`config.mk`:
```
export PLATFORM = sky130hd
export DESIGN_NAME = lnos_lane
export DESIGN_NICKNAME = d
export VERILOG_FILES = /design/src/rtl/lnos_pkg.sv /design/src/rtl/lnos_os_parse.sv /design/src/rtl/lnos_ts1_tally.sv /design/src/rtl/lnos_zero_watch.sv /design/src/rtl/lnos_tx_sel.sv /design/src/rtl/lnos_lane.sv
export SDC_FILE = /design/constraint.sdc
export NUM_CORES = 1
export LEC_CHECK = 0
export ABC_AREA = 1
export ABC_CLOCK_PERIOD_IN_PS = 2400
export BUFFER_PORTS_ARGS = -buffer_cell sky130_fd_sc_hd__buf_2
export CAP_MARGIN = 0
export CORE_UTILIZATION = 50
export CTS_BUF_LIST = sky130_fd_sc_hd__clkbuf_4 sky130_fd_sc_hd__clkbuf_8 sky130_fd_sc_hd__clkbuf_16
export CTS_CLUSTER_SIZE = 25
export DETAILED_ROUTE_END_ITERATION = 8
export PLACE_DENSITY = 0.86
export SLEW_MARGIN = 30
export SYNTH_ARGS = -nofsm -noshare
export SYNTH_HDL_FRONTEND = slang
export SYNTH_HIERARCHICAL = 1
export SYNTH_SLANG_ARGS = --single-unit
```
`constraint.sdc`:
```
create_clock -name clk -period 2.4 [get_ports clk]
set_clock_uncertainty 0.2 [all_clocks]
set_input_delay 0.36 -clock clk [delete_from_list [all_inputs] [get_ports clk]]
set_output_delay 0.36 -clock clk [all_outputs]
set_load 0.005 [all_outputs]
```
`src/rtl/lnos_pkg.sv`:
```
package lnos_pkg;

  localparam logic [7:0] K_COM  = 8'hBC;
  localparam logic [7:0] K_SKP  = 8'h1C;
  localparam logic [7:0] K_FTS  = 8'h3C;
  localparam logic [7:0] K_IDL  = 8'h7C;
  localparam logic [7:0] K_PAD  = 8'hF7;
  localparam logic [7:0] D_TS1  = 8'h4A;
  localparam logic [7:0] D_TS2  = 8'h45;

  localparam int POS_W    = 4;
  localparam int LANE_POS = 2;
  localparam int ID_FIRST = 6;
  localparam int TS_LAST  = 15;
  localparam int OS_LAST  = 3;

  typedef enum logic [1:0] {P_IDLE, P_FIRST, P_TS, P_OS} parse_st_t;

  function automatic logic is_os_code(input logic [7:0] d);
    return (d == K_SKP) || (d == K_FTS) || (d == K_IDL);
  endfunction

  function automatic logic is_ts_id(input logic [7:0] d);
    return (d == D_TS1) || (d == D_TS2);
  endfunction

  function automatic logic is_d00(input logic k, input logic [7:0] d);
    return !k && (d == 8'h00);
  endfunction

endpackage

```
`src/rtl/lnos_os_parse.sv`:
```
module lnos_os_parse
  import lnos_pkg::*;
(
  input  logic       clk,
  input  logic       rst_n,
  input  logic [7:0] sym_d,
  input  logic       sym_k,
  output logic       hit_ts1,
  output logic       hit_ts2,
  output logic       hit_fts,
  output logic       hit_skp,
  output logic       hit_idl,
  output logic [7:0] cap_link,
  output logic [7:0] cap_lane
);

  parse_st_t        st, st_n;
  logic [POS_W-1:0] pos, pos_n;
  logic [7:0]       os_code, os_n, id_code, id_n, link_n, lane_n;

  always_comb begin
    st_n    = st;
    pos_n   = pos;
    os_n    = os_code;
    id_n    = id_code;
    link_n  = cap_link;
    lane_n  = cap_lane;
    hit_ts1 = 1'b0;
    hit_ts2 = 1'b0;
    hit_fts = 1'b0;
    hit_skp = 1'b0;
    hit_idl = 1'b0;
    if (sym_k && sym_d == K_COM) begin
      st_n  = P_FIRST;
      pos_n = POS_W'(1);
    end else begin
      case (st)
        P_FIRST: begin
          pos_n = POS_W'(2);
          if (sym_k && is_os_code(sym_d)) begin
            st_n = P_OS;
            os_n = sym_d;
          end else begin
            st_n   = P_TS;
            link_n = sym_d;
          end
        end
        P_TS: begin
          pos_n = pos + 1'b1;
          if (pos == POS_W'(LANE_POS)) begin
            lane_n = sym_d;
          end else if (pos == POS_W'(ID_FIRST)) begin
            if (!sym_k && is_ts_id(sym_d)) id_n = sym_d;
            else                           st_n = P_IDLE;
          end else if (pos > POS_W'(ID_FIRST)) begin
            if (sym_k || sym_d != id_code) begin
              st_n = P_IDLE;
            end else if (pos == POS_W'(TS_LAST)) begin
              st_n    = P_IDLE;
              hit_ts1 = (id_code == D_TS1);
              hit_ts2 = (id_code == D_TS2);
            end
          end
        end
        P_OS: begin
          if (sym_k && sym_d == os_code) begin
            pos_n = pos + 1'b1;
            if (pos == POS_W'(OS_LAST)) begin
              st_n    = P_IDLE;
              hit_skp = (os_code == K_SKP);
              hit_fts = (os_code == K_FTS);
              hit_idl = (os_code == K_IDL);
            end
          end else begin
            st_n = P_IDLE;
          end
        end
        default: ;
      endcase
    end
  end

  always_ff @(posedge clk or negedge rst_n) begin
    if (!rst_n) begin
      st       <= P_IDLE;
      pos      <= '0;
      os_code  <= '0;
      id_code  <= '0;
      cap_link <= '0;
      cap_lane <= '0;
    end else begin
      st       <= st_n;
      pos      <= pos_n;
      os_code  <= os_n;
      id_code  <= id_n;
      cap_link <= link_n;
      cap_lane <= lane_n;
    end
  end

endmodule

```
`src/rtl/lnos_ts1_tally.sv`:
```
module lnos_ts1_tally #(
  parameter int CNT_W = 8
) (
  input  logic             clk,
  input  logic             rst_n,
  input  logic             clr,
  input  logic             inc,
  output logic [CNT_W-1:0] count
);

  localparam logic [CNT_W-1:0] TOP = '1;

  function automatic logic [CNT_W-1:0] next_count(
    input logic c, input logic i, input logic [CNT_W-1:0] cur);
    if (c)               return CNT_W'(i);
    else if (i && cur != TOP) return cur + 1'b1;
    else                 return cur;
  endfunction

  always_ff @(posedge clk or negedge rst_n) begin
    if (!rst_n) count <= '0;
    else        count <= next_count(clr, inc, count);
  end

endmodule

```
`src/rtl/lnos_zero_watch.sv`:
```
module lnos_zero_watch
  import lnos_pkg::*;
#(
  parameter int RUN_LEN = 8
) (
  input  logic       clk,
  input  logic       rst_n,
  input  logic [7:0] sym_d,
  input  logic       sym_k,
  output logic       run_hit
);

  localparam int CW = $clog2(RUN_LEN + 1);
  localparam logic [CW-1:0] LIMIT = CW'(RUN_LEN);

  logic [CW-1:0] cnt;

  always_ff @(posedge clk or negedge rst_n) begin
    if (!rst_n)                  cnt <= '0;
    else if (!is_d00(sym_k, sym_d)) cnt <= '0;
    else if (cnt != LIMIT)       cnt <= cnt + 1'b1;
  end

  assign run_hit = (cnt == LIMIT);

endmodule

```
`src/rtl/lnos_tx_sel.sv`:
```
module lnos_tx_sel
  import lnos_pkg::*;
#(
  parameter int LANE_W = 5
) (
  input  logic              clk,
  input  logic              rst_n,
  input  logic [LANE_W-1:0] lane_idx,
  input  logic              sel_os,
  input  logic              force_pad,
  input  logic              lane_slot,
  input  logic [7:0]        dl_data,
  input  logic              dl_k,
  input  logic [7:0]        os_data,
  input  logic              os_k,
  output logic [7:0]        out_data,
  output logic              out_k
);

  logic [7:0] d_n;
  logic       k_n;

  always_comb begin
    if (!sel_os) begin
      d_n = dl_data;
      k_n = dl_k;
    end else if (lane_slot && force_pad) begin
      d_n = K_PAD;
      k_n = 1'b1;
    end else if (lane_slot) begin
      d_n = 8'(lane_idx);
      k_n = 1'b0;
    end else begin
      d_n = os_data;
      k_n = os_k;
    end
  end

  always_ff @(posedge clk or negedge rst_n) begin
    if (!rst_n) begin
      out_data <= '0;
      out_k    <= 1'b0;
    end else begin
      out_data <= d_n;
      out_k    <= k_n;
    end
  end

endmodule

```
`src/rtl/lnos_lane.sv`:
```
module lnos_lane #(
  parameter int CNT_W   = 8,
  parameter int RUN_LEN = 8,
  parameter int LANE_W  = 5
) (
  input  logic              clk,
  input  logic              rst_n,
  input  logic [7:0]        rx_data,
  input  logic              rx_k,
  input  logic              state_chg,
  output logic              ts1_seen,
  output logic              ts2_seen,
  output logic              fts_seen,
  output logic              skp_seen,
  output logic              idl_seen,
  output logic              zero_run,
  output logic [CNT_W-1:0]  ts1_count,
  output logic [7:0]        rx_link_num,
  output logic [7:0]        rx_lane_num,
  input  logic [LANE_W-1:0] lane_idx,
  input  logic              tx_sel_os,
  input  logic              tx_force_pad,
  input  logic              tx_lane_slot,
  input  logic [7:0]        tx_dl_data,
  input  logic              tx_dl_k,
  input  logic [7:0]        tx_os_data,
  input  logic              tx_os_k,
  output logic [7:0]        tx_data,
  output logic              tx_k
);

  logic       ev_ts1, ev_ts2, ev_fts, ev_skp, ev_idl;
  logic [7:0] cap_link, cap_lane;

  lnos_os_parse u_parse (
    .clk      (clk),
    .rst_n    (rst_n),
    .sym_d    (rx_data),
    .sym_k    (rx_k),
    .hit_ts1  (ev_ts1),
    .hit_ts2  (ev_ts2),
    .hit_fts  (ev_fts),
    .hit_skp  (ev_skp),
    .hit_idl  (ev_idl),
    .cap_link (cap_link),
    .cap_lane (cap_lane)
  );

  always_ff @(posedge clk or negedge rst_n) begin
    if (!rst_n) begin
      {ts1_seen, ts2_seen, fts_seen, skp_seen, idl_seen} <= '0;
      rx_link_num <= '0;
      rx_lane_num <= '0;
    end else begin
      {ts1_seen, ts2_seen, fts_seen, skp_seen, idl_seen} <=
        {ev_ts1, ev_ts2, ev_fts, ev_skp, ev_idl};
      if (ev_ts1 || ev_ts2) begin
        rx_link_num <= cap_link;
        rx_lane_num <= cap_lane;
      end
    end
  end

  lnos_ts1_tally #(.CNT_W(CNT_W)) u_tally (
    .clk   (clk),
    .rst_n (rst_n),
    .clr   (state_chg),
    .inc   (ev_ts1),
    .count (ts1_count)
  );

  lnos_zero_watch #(.RUN_LEN(RUN_LEN)) u_zero (
    .clk     (clk),
    .rst_n   (rst_n),
    .sym_d   (rx_data),
    .sym_k   (rx_k),
    .run_hit (zero_run)
  );

  lnos_tx_sel #(.LANE_W(LANE_W)) u_tx (
    .clk       (clk),
    .rst_n     (rst_n),
    .lane_idx  (lane_idx),
    .sel_os    (tx_sel_os),
    .force_pad (tx_force_pad),
    .lane_slot (tx_lane_slot),
    .dl_data   (tx_dl_data),
    .dl_k      (tx_dl_k),
    .os_data   (tx_os_data),
    .os_k      (tx_os_k),
    .out_data  (tx_data),
    .out_k     (tx_k)
  );

endmodule

```
* Yosys cells after proc, flatten, opt, wreduce, memory -nomap -nowiden
Index checks and enable logic that the tools add are counted.
Storage, ports and cells: bits of input ports 38, flip-flop bits (word level) 80
Cells by class: add/sub/neg operators 3, magnitude comparators 1, bitwise operators 3, eq/ne operators 30, muxes and demuxes 50, reductions and logical operators 22
Operators by type and width (count):
- equality test 8 x 7 -> 1 bit, second input constant | 6
- two-way mux 8 bit | 5
- two-way mux 1 bit | 30
- two-way mux 2 bit | 9
- equality test 8 x 5 -> 1 bit, second input constant | 2
- equality test 8 x 6 -> 1 bit, second input constant | 2
- two-way mux 4 bit | 4
- case mux 4 bit (3 select lines) | 1
- AND reduction 3 bit | 3
- adder 4 x 1 -> 4 bit, second input constant | 2
- adder 8 x 1 -> 8 bit, second input constant | 1
- equality test 4 x 2 -> 1 bit, second input constant | 2
- equality test 4 bit, second input constant | 2
- equality test 8 bit | 1
- equality test 8 bit, second input constant | 1
- zero test 8 bit | 1
- inequality test 4 x 3 -> 1 bit, second input constant | 2
- inequality test 8 bit | 1
- inequality test 8 bit, second input constant | 1
- logical AND 1 bit | 7
- case mux 2 bit (3 select lines) | 1
- AND reduction 6 bit | 1
- logical OR 1 bit | 5
- inequality test 5 x 1 -> 1 bit, second input constant | 1
- 15 further kinds | 18

* Depth between registers and ports, before layout
depth after elaboration 11, gate-level depth with buffers 13, mapped depth without buffers 13

* By module
The synthesis kept the hierarchy.
By module, submodules not included:
- lnos_os_parse | instances 1, area an instance 2097.0 um^2, cells an instance 277, sequential area each 950.9 um^2
- lnos_lane | instances 1, area an instance 758.2 um^2, cells an instance 73, sequential area each 525.5 um^2
- lnos_ts1_tally | instances 1, area an instance 519.2 um^2, cells an instance 69, sequential area each 200.2 um^2
- lnos_tx_sel | instances 1, area an instance 447.9 um^2, cells an instance 57, sequential area each 225.2 um^2
- lnos_zero_watch | instances 1, area an instance 277.8 um^2, cells an instance 37, sequential area each 100.1 um^2

* Worst setup path after synthesis
No wires, ideal clock.
path kind input -> register, start point input port rx_data[7], end point register u_tally.count[7], buffers on the path 1, required time 2135 ps, data arrival time 2369 ps, setup time 65 ps, slack -234 ps, cell stages on the path 10, cell sequence inv_1 nor2_1 nand2_2 buf_6 nand2_1 or3_1 nor2_1 a21boi_0 nand3_1 nand2_1
Between the ends: longest elaborated chain between the ends 10
RTL lines:
- start: declaration | line lnos_lane.sv:8 | input logic [7:0] rx_data,
- inequality test 8 bit | line lnos_os_parse.sv:56 | if (sym_k || sym_d != id_code) begin
- logical OR 1 bit | line lnos_os_parse.sv:56
- two-way mux 1 bit | line lnos_os_parse.sv:56
- two-way mux 1 bit | line lnos_os_parse.sv:55 | end else if (pos > POS_W'(ID_FIRST)) begin
- two-way mux 1 bit | line lnos_os_parse.sv:52 | end else if (pos == POS_W'(ID_FIRST)) begin
- two-way mux 1 bit | line lnos_os_parse.sv:50 | if (pos == POS_W'(LANE_POS)) begin
- two-way mux 1 bit | line lnos_os_parse.sv:37 | case (st)
- two-way mux 1 bit (*) | line lnos_os_parse.sv:33 | if (sym_k && sym_d == K_COM) begin
- net ev_ts1 | line lnos_lane.sv:32 | logic ev_ts1, ev_ts2, ev_fts, ev_skp, ev_idl;
- logical AND 1 bit (*) | line lnos_ts1_tally.sv:16 | else if (i && cur != TOP) return cur + 1'b1;
- nonzero test 2 bit (no source line) (*)
- end signal: assignment | line lnos_ts1_tally.sv:22 | else count <= next_count(clr, inc, count);
- end: declaration | line lnos_ts1_tally.sv:8 | output logic [CNT_W-1:0] count
The timed path passes the listed nets; every way through them passes the cells marked *. A chain may end at the register's enable or synchronous reset.

* Worst setup path in the final report
start point register u_parse.pos[0], end point register u_tally.count[0]
Between the ends: longest elaborated chain between the ends 10
RTL lines:
- start: declaration | line lnos_os_parse.sv:18 | logic [POS_W-1:0] pos, pos_n;
- start signal: assignment | line lnos_os_parse.sv:93 | pos <= pos_n;
- equality test 4 bit | line lnos_os_parse.sv:58 | end else if (pos == POS_W'(TS_LAST)) begin
- two-way mux 1 bit | line lnos_os_parse.sv:58
- two-way mux 1 bit | line lnos_os_parse.sv:56
- two-way mux 1 bit | line lnos_os_parse.sv:55
- two-way mux 1 bit | line lnos_os_parse.sv:52
- two-way mux 1 bit (*) | line lnos_os_parse.sv:50
- two-way mux 1 bit (*) | line lnos_os_parse.sv:37
- two-way mux 1 bit (*) | line lnos_os_parse.sv:33
- net ev_ts1 | line lnos_lane.sv:32
- logical AND 1 bit | line lnos_ts1_tally.sv:16
- nonzero test 2 bit (no source line)
Marks and branches as above.

==> flow_summary.yaml <==
synthesis:
  yosysWarnings: 6
  synth_seq_cells: 80
  ys_seq_area_share_pct: 48.8
  synth_nets: 559
  avgSynthCellArea_sq_um: 7.99
  syn_area_sq_mm: 0.00410
  synthCells: 513
  synth_cell_types: 42
die:
  dieArea_sq_mm: 0.00857
  initial_core_util_pct: 52.2
  num_io_pins: 77
  die_y_microns: 92.6
  num_rows: 32
  coreArea_sq_mm: 0.00785
  die_x_microns: 92.6
grt:
  grt_max_degree: 48
  grt_pass1_wl_mm: 15.6
  grt_overflow: 0
  grt_pass1_vias: 3466
  track_usage_pct: 23.1
  antenna_found_initial: 0
place:
  place_ws_ns: 0.0160
  gp_congestion: 0.911
  hpwl_mm: 6.93
  portBuffers: 76
  place_area_sq_mm: 0.00465
timing:
  setup_tns_ns: 0
  final.period_utilization_pct: 90.9
  fin_crit_ns: 2.18
  hold_viol: 0
  tightest_slew_ns: 0.599
  fin_hold_ws_ns: 0.0408
  worst_slack_ns: 0.218
  timing.fmax_mhz: 458
  maxSlewHeadroom_pct: 60.1
  rsz0062_at_grt: "no"
  timing_max_transition_violations_final: 0
  setup_viol: 0
clocking:
  cts_sinks: 80
  post-cts-setup-buffers: 0
  clock_latency_ns: 0.35
  cts_tree: "done"
  cts_buffer_depth: 2
  cts_root_buf: "clkbuf_8"
  clk_pin_slew_ns: 0.08
  cts_buffers: 9
  cts_max_level: 3
power:
  leakage_uw: 0.00265
  peakVddDrop_uv: 278
  intPower_uw: 2310
  seqPwrFrac_pct: 49.6
  power_frac_clock_pct: 30.1
  switching_power_uw: 988
  p_per_area_mw_per_mm2: 677
  combinationalPowerShare_pct: 20.3
  power_uw: 3300
  switching_share_pct: 30.0
cells_and_area:
  final_nets: 648
  layout_common_cells: "nand2_1, dfrtp_1, buf_2"
  synthToLayoutAreaGrowth_pct: 18.9
  fin_area_sq_mm: 0.00487
  n_antenna_cell: 0
  drive_gt1_share_pct: 23.1
  layout_commonest_cell: "nand2_1"
routing:
  final_antenna_net_count: 0
  wirelength_mm: 9.14
  vias_per_cell: 5.21
  dr.first_iter.drc_count: 253
  dr_total_vias: 3693
  drc: 0
  drt_first_pass_iters: 5
  wl_per_cell_microns: 12.9
worst_hold_path:
  hold_path_class: "in2reg"
  min_path_cells: 3
  holdPathEnd: "u_tx/out_data[4]"
  worstHoldStart: "tx_dl_data[4]"
setup_path:
  worstSetupStartpointType: "flop"
  arrival_ns: 2.27
  reg2reg_slack_ns: 0.22
  end_kind: "flop"
  worstPathMaxFanout: 25
  reg2reg_from: "u_parse/pos[0]"
  rr_endpoint: "u_tally/count[0]"
  required_ns: 2.49
  crit_type: "reg2reg"
  rr_worst_depth: 10
status:
  status: "finished, final reports clean"
flow_run:
  maxCapViolCount: 0
-- power by group through the flow --
stage                     clock (uW)  combinational, uW  sequential, uW
after floorplan                    0                475            1630
after detailed placement           0                661            1660
after global routing            1070                773            1660
final                            992                671            1640
after CTS                       1020                671            1640
after global placement             0                637            1650
-- what timing repair did --
action	CTS	global route
endpoints found under the hold margin	47	0
hold buffers	2	0
endpoints found under the setup margin	0	2
resized for setup	0	3
-- worst max-delay path, cell delays in order (launching register included) --
cell	delay, ns
dfrtp_1	0.42
inv_1	0.06
ha_1	0.21
inv_1	0.07
nor3_1	0.06
or3_1	0.42
nor2_2	0.15
buf_12	0.18
a21boi_2	0.19
nand2_1	0.07
nand3_1	0.09
-- metal layers --
layer / GRT usage (%) / share of wire (%) / vias to the layer above
met4: 8.59 / 2.1 / 0
met1: 29.3 / 43 / 1704
met3: 4.93 / 6.8 / 16
met5: 0 / 0 / -
met2: 38.8 / 48 / 162
li1: - / - / 1811
-- layout make-up --
class | count | area [sq um]
clock buffer | 11 | 145
multi-input combinational | 370 | 1830
clock inverter | 5 | 56.3
inverter | 55 | 209
fill | 686 | 2970
sequential | 80 | 2000
timing repair buffer | 86 | 500
tap | 102 | 128
-- synth_stat cells --
cell,instances,share of area [%]
nand3b_4,1,0.49
nand2_8,2,0.98
nand2_4,2,0.55
xor2_1,2,0.43
or2_4,1,0.21
or2_1,1,0.15
buf_4,1,0.18
nand4_1,9,1.4
nand3b_1,1,0.18
inv_1,44,4.0
or3_1,1,0.15
a21oi_1,5,0.61
clkinv_1,3,0.27
clkbuf_2,1,0.12
nand3_1,33,4.0
dfrtp_1,80,49
o21ai_0,41,5.0
nor2_1,56,5.1
nand3_2,4,0.98
a21boi_0,1,0.18
nor3_1,5,0.61
o21ai_1,3,0.37
nor4b_1,1,0.21
o21ai_2,2,0.43
buf_2,3,0.37
nor3b_1,1,0.18
nor2_2,4,0.61
o21bai_1,1,0.18
a21oi_2,5,1.1
or2_0,1,0.15
nand2_2,5,0.76
inv_4,1,0.15
nor3_4,1,0.40
nor4_1,2,0.31
ha_1,8,2.4
clkbuf_8,1,0.34
inv_2,7,0.64
nand2_1,166,15
o211ai_1,1,0.18
nor2_4,2,0.55
xnor2_1,2,0.43
buf_6,2,0.55
-- state kept, by name, indices dropped and copies added, names as in the netlist --
signal,flops
u_tx/out_data,8
u_tally/count,8
ts2_seen,1
u_tx/out_k,1
idl_seen,1
u_parse/st,2
rx_link_num,8
rx_lane_num,8
u_parse/os_code,8
u_zero/cnt,4
u_parse/id_code,8
u_parse/cap_link,8
ts1_seen,1
skp_seen,1
u_parse/cap_lane,8
fts_seen,1
u_parse/pos,4
-- logic make-up after synthesis --
kind of cell / count (synthesis) / share of synthesized area, %
flops: 80 / 48.8
xor+xnor: 4 / 0.855
fa+ha+maj: 8 / 2.44
compound gates: 59 / 8.03
simple gates: 299 / 33.2
buf+inv: 63 / 6.65
-- per-stage QoR --
step           utilization (%)  std cells
6_report                  62.1        709
5_1_grt                   62.1        709
4_1_cts                   62.0        709
3_5_place_dp              59.2        691
3_3_place_gp              59.2        691
2_1_floorplan                -        513
-- worst max-delay path by stage --
stage                    from          endpoint  slack [ns]  cells after the start
2_1_floorplan      rx_data[7]  u_tally/count[7]        0.02                     10
4_1_cts        u_parse/pos[0]  u_tally/count[0]        0.13                     10
5_1_grt        u_parse/pos[0]  u_tally/count[0]        0.05                     10
3_5_place_dp       rx_data[3]  u_tally/count[0]        0.02                     14
3_3_place_gp       rx_data[3]  u_tally/count[7]         0.1                     14
6_report       u_parse/pos[0]  u_tally/count[0]        0.22                     10
Note: power is estimated with default switching activity, not from simulation.
